===== config.mk =====
export PLATFORM = sky130hd
export DESIGN_NAME = hazard_fwd_unit
export DESIGN_NICKNAME = d
export VERILOG_FILES = /design/src/rtl/hazard_fwd_unit.sv
export SDC_FILE = /design/constraint.sdc
export NUM_CORES = 1
export LEC_CHECK = 0
export BUFFER_PORTS_ARGS = -buffer_cell sky130_fd_sc_hd__buf_2
export CAP_MARGIN = 20
export CORE_AREA = 2 2 115 117
export DETAILED_ROUTE_END_ITERATION = 10
export DIE_AREA = 0 0 117 119
export MAX_ROUTING_LAYER = met4
export PLACE_DENSITY = 0.65
export SYNTH_ARGS = -nofsm -noshare
export SYNTH_HDL_FRONTEND = slang
export SYNTH_SLANG_ARGS = --single-unit

===== constraint.sdc =====
create_clock -name vclk -period 6.76
set_input_delay 0.676 -clock vclk [all_inputs]
set_output_delay 0.676 -clock vclk [all_outputs]
set_load 0.03 [all_outputs]

===== src/rtl/hazard_fwd_unit.sv =====
module hazard_fwd_unit #(
  parameter int RW = 5,
  parameter int DW = 32,
  parameter int AW = 32
) (
  input  logic [1:0]    mode,
  input  logic [RW-1:0] dec_rs,
  input  logic [RW-1:0] dec_rt,
  input  logic          dec_alu_rs,
  input  logic          dec_alu_rt,
  input  logic          dec_br_rs,
  input  logic          dec_br_rt,
  input  logic [DW-1:0] dec_rs_val,
  input  logic [DW-1:0] dec_rt_val,
  input  logic          ex_we,
  input  logic [RW-1:0] ex_rd,
  input  logic          ex_load,
  input  logic [DW-1:0] ex_alu,
  input  logic          ex_exc,
  input  logic          mem_we,
  input  logic [RW-1:0] mem_rd,
  input  logic [DW-1:0] mem_result,
  input  logic          mem_exc,
  input  logic [AW-1:0] mem_pc,
  output logic [DW-1:0] opnd_a,
  output logic [DW-1:0] opnd_b,
  output logic [1:0]    src_a,
  output logic [1:0]    src_b,
  output logic          brfwd_a,
  output logic          brfwd_b,
  output logic          stall,
  output logic          clr_ex,
  output logic          clr_front,
  output logic          redirect,
  output logic [AW-1:0] redirect_pc
);
  localparam logic [1:0] FW_NONE = 2'b00;
  localparam logic [1:0] FW_MEM  = 2'b01;
  localparam logic [1:0] FW_EX   = 2'b10;
  localparam int NOP = 2;

  logic en, fw, exc;
  assign fw  = (mode == 2'b10);
  assign en  = fw || (mode == 2'b01);
  assign exc = ex_exc || mem_exc;

  logic [NOP-1:0][RW-1:0] reg_n;
  logic [NOP-1:0][DW-1:0] reg_v;
  logic [NOP-1:0]         need_alu, need_br;
  logic [NOP-1:0]         alu_ex, alu_mem, br_ex, br_mem, brf;
  logic [NOP-1:0][1:0]    sel;
  logic [NOP-1:0][DW-1:0] res;

  assign reg_n    = {dec_rt, dec_rs};
  assign reg_v    = {dec_rt_val, dec_rs_val};
  assign need_alu = {dec_alu_rt, dec_alu_rs};
  assign need_br  = {dec_br_rt, dec_br_rs};

  logic ex_live, mem_live;
  assign ex_live  = en && ex_we && (ex_rd != '0);
  assign mem_live = en && mem_we && (mem_rd != '0);

  for (genvar g = 0; g < NOP; g++) begin : g_opnd
    logic ex_hit, mem_hit;
    assign ex_hit     = ex_live && (reg_n[g] == ex_rd);
    assign mem_hit    = mem_live && (reg_n[g] == mem_rd);
    assign alu_ex[g]  = need_alu[g] && ex_hit;
    assign alu_mem[g] = need_alu[g] && mem_hit;
    assign br_ex[g]   = need_br[g] && ex_hit;
    assign br_mem[g]  = need_br[g] && mem_hit;
    assign sel[g]     = (fw && alu_ex[g] && !ex_load) ? FW_EX :
                        (fw && alu_mem[g])            ? FW_MEM : FW_NONE;
    assign brf[g]     = fw && br_mem[g] && (br_ex == '0);
    assign res[g]     = (sel[g] == FW_EX) ? ex_alu :
                        ((sel[g] == FW_MEM) || brf[g]) ? mem_result : reg_v[g];
  end

  logic need_stall;
  assign need_stall = (|br_ex)
                   || (!fw && ((|alu_mem) || (|alu_ex) || (|br_mem)))
                   || (fw && ex_load && (|alu_ex));

  assign stall       = need_stall && !exc;
  assign opnd_a      = res[0];
  assign opnd_b      = res[1];
  assign src_a       = sel[0];
  assign src_b       = sel[1];
  assign brfwd_a     = brf[0];
  assign brfwd_b     = brf[1];
  assign clr_ex      = mem_exc;
  assign clr_front   = exc;
  assign redirect    = mem_exc;
  assign redirect_pc = mem_pc + AW'(4);
endmodule



==> summary.txt <==
Minimum clock period -> 4.554 ns
Syn Std Cell Area -> 0.002670 sq mm
Io pins -> 297
Residual DRC -> 0
Core Area -> 0.01287 sq mm
Max Cap Viol -> 0
Clock buf count -> 0
Cells after synthesis -> 405
Max Transition Viols Final -> 0
# fillers -> 1468
Port bufs -> 293
Post-CTS resize count -> 0
Mapped Nets -> 598
Final hold violation count -> 0
Worst Path Class, Setup -> in -> out
Crit Path Max Fanout -> 34
Antenna-violating nets left -> 0
Initial antenna violation count -> 2
Hold WC Path Type -> in -> out
Grt ovf -> 0
Setup repair after global routing missed its margin -> false
Worst vdd ir -> 34.60 uV
Routed len/inst -> 17.67 um
Via count -> 4293
Vias in the first global route -> 3881
Startpoint types -> input pin
Area of the multi-input gates -> 0.002431 sq mm
Area after DPL -> 0.004155 sq mm
Area added between synthesis and finish -> 55.81%
Die extent in y -> 119 um
Design Area, Final -> 0.004160 sq mm
Worst Tran Pin Value -> 0.9539 ns
Proportion of layout cells with a drive suffix above 1 -> 47.28%
Post-CTS Setup Bufs -> 0
WP data arrival -> 3.88 ns
Avg Inst Size Synth -> 6.593 sq um
Vias per cell -> 5.111
Die area -> 0.01392 sq mm
Final period util -> 67.37%
HPWL after DPL -> 11410 um
Status -> complete, no violations
Die Span X -> 117 um
First-pass DRT Iterations -> 4
Cell Rows -> 42
Slew margin rel. -> 36.40%
Worst Path Required -> 6.08 ns
Most frequent cells in the layout -> 293 x buf_2, 45 x and3_1, 41 x and2_1, 38 x a221o_1, 35 x nor2_1
Worst Setup End Kind -> output port
Hold_buf cts -> 0
Post-synthesis sequential area ratio -> 0%
First-pass GRT wire length -> 21210 um
DR iter-0 viols -> 226
Routed WL -> 14840 um
Layout Nets -> 857
LEAKAGE -> 2.149 nW
Number of flip-flops and latches -> 0
Routability cong. -> 0.9753
Overall power -> 0.2562 mW
Yosys warns -> 0
Final Setup Violations -> 0
Reg area -> 0 sq um
Post-Place Cells -> 838
Tot GR Track Use -> 19.70%
Initial core utilization -> 20.74%
Post-Layout Cell Count -> 840
Setup_tns -> 0 ns
Commonest non-fill, non-tap cell in the layout -> buf_2
Largest net degree at the start of global routing -> 36
Synth cell types -> 43
Power Dens Cells -> 61.59 mW/mm^2
FMAX -> 0.2196 GHz
[logic make-up after synthesis]
logic type / after synthesis / share of synthesized area, %
xor+xnor: 48 / 15.75
compound gates: 129 / 34.72
buf+inv: 45 / 9.513
simple gates: 181 / 39.08
fa+ha+maj: 2 / 0.9371
[metal layers]
metal | routed length [um] | track usage [%]
met5 | 0 | -
met4 | 202 | 2.574
met3 | 942 | 0.8142
met2 | 7270 | 33.27
met1 | 6427 | 26.76
[Yosys cell counts (3+ instances only)]
cell,number,area [sq um]
and3_1,45,281.5
and2_1,41,256.5
a221o_1,38,380.4
nor2_1,35,131.4
o21ai_0,28,140.1
xnor2_1,28,245.2
a21oi_1,27,135.1
a31oi_1,27,168.9
xor2_1,20,175.2
clkbuf_1,14,52.55
nand2_1,13,48.80
nand3_1,13,65.06
buf_2,11,55.05
buf_6,7,78.83
nand4_1,7,43.79
inv_1,6,22.52
buf_4,5,37.54
nor3_1,4,20.02
and4_1,3,26.28
nand3_2,3,30.03
nor2b_1,3,18.77
or2_2,3,18.77
[worst paths after layout]
path	cells past startpoint	slack [ns]	to	startpoint
setup / recovery	11	2.21	opnd_a[15]	mode[0]
hold / removal	0	1.35	redirect_pc[0]	mem_pc[0]
[power by group]
part	internal (mW)	switching (mW)
Sequential	0	0
Clock	0.0000000395	0
Combinational	0.100	0.156
Total	0.100	0.156
[stage by stage]
step	utilization, %	setup slack, ns	hold WS [ns]
4_1_cts	32.27	2.221	1.352
6_report	32.31	2.206	1.352
3_3_place_gp	32.27	2.263	1.352
5_1_grt	32.31	1.998	1.352
3_5_place_dp	32.27	2.238	1.352
2_1_floorplan	-	3.061	1.462
[worst max-delay path, cell delays in order]
cell	delay (ns)
buf_2	0.08
inv_1	0.03
ha_1	0.30
nand2b_1	0.21
nor2_1	0.27
and3_1	0.24
nand3_2	0.63
inv_2	0.87
a31oi_1	0.13
a21oi_1	0.20
buf_2	0.21
[layout make-up]
type,count,share of cell area [%]
Antenna cell,2,0.1203
Inverter,8,0.7218
Tap cell,176,5.293
Multi-Input combinational cell,360,58.44
Timing Repair Buffer,294,35.43
Note: power is estimated with default switching activity, not from simulation.
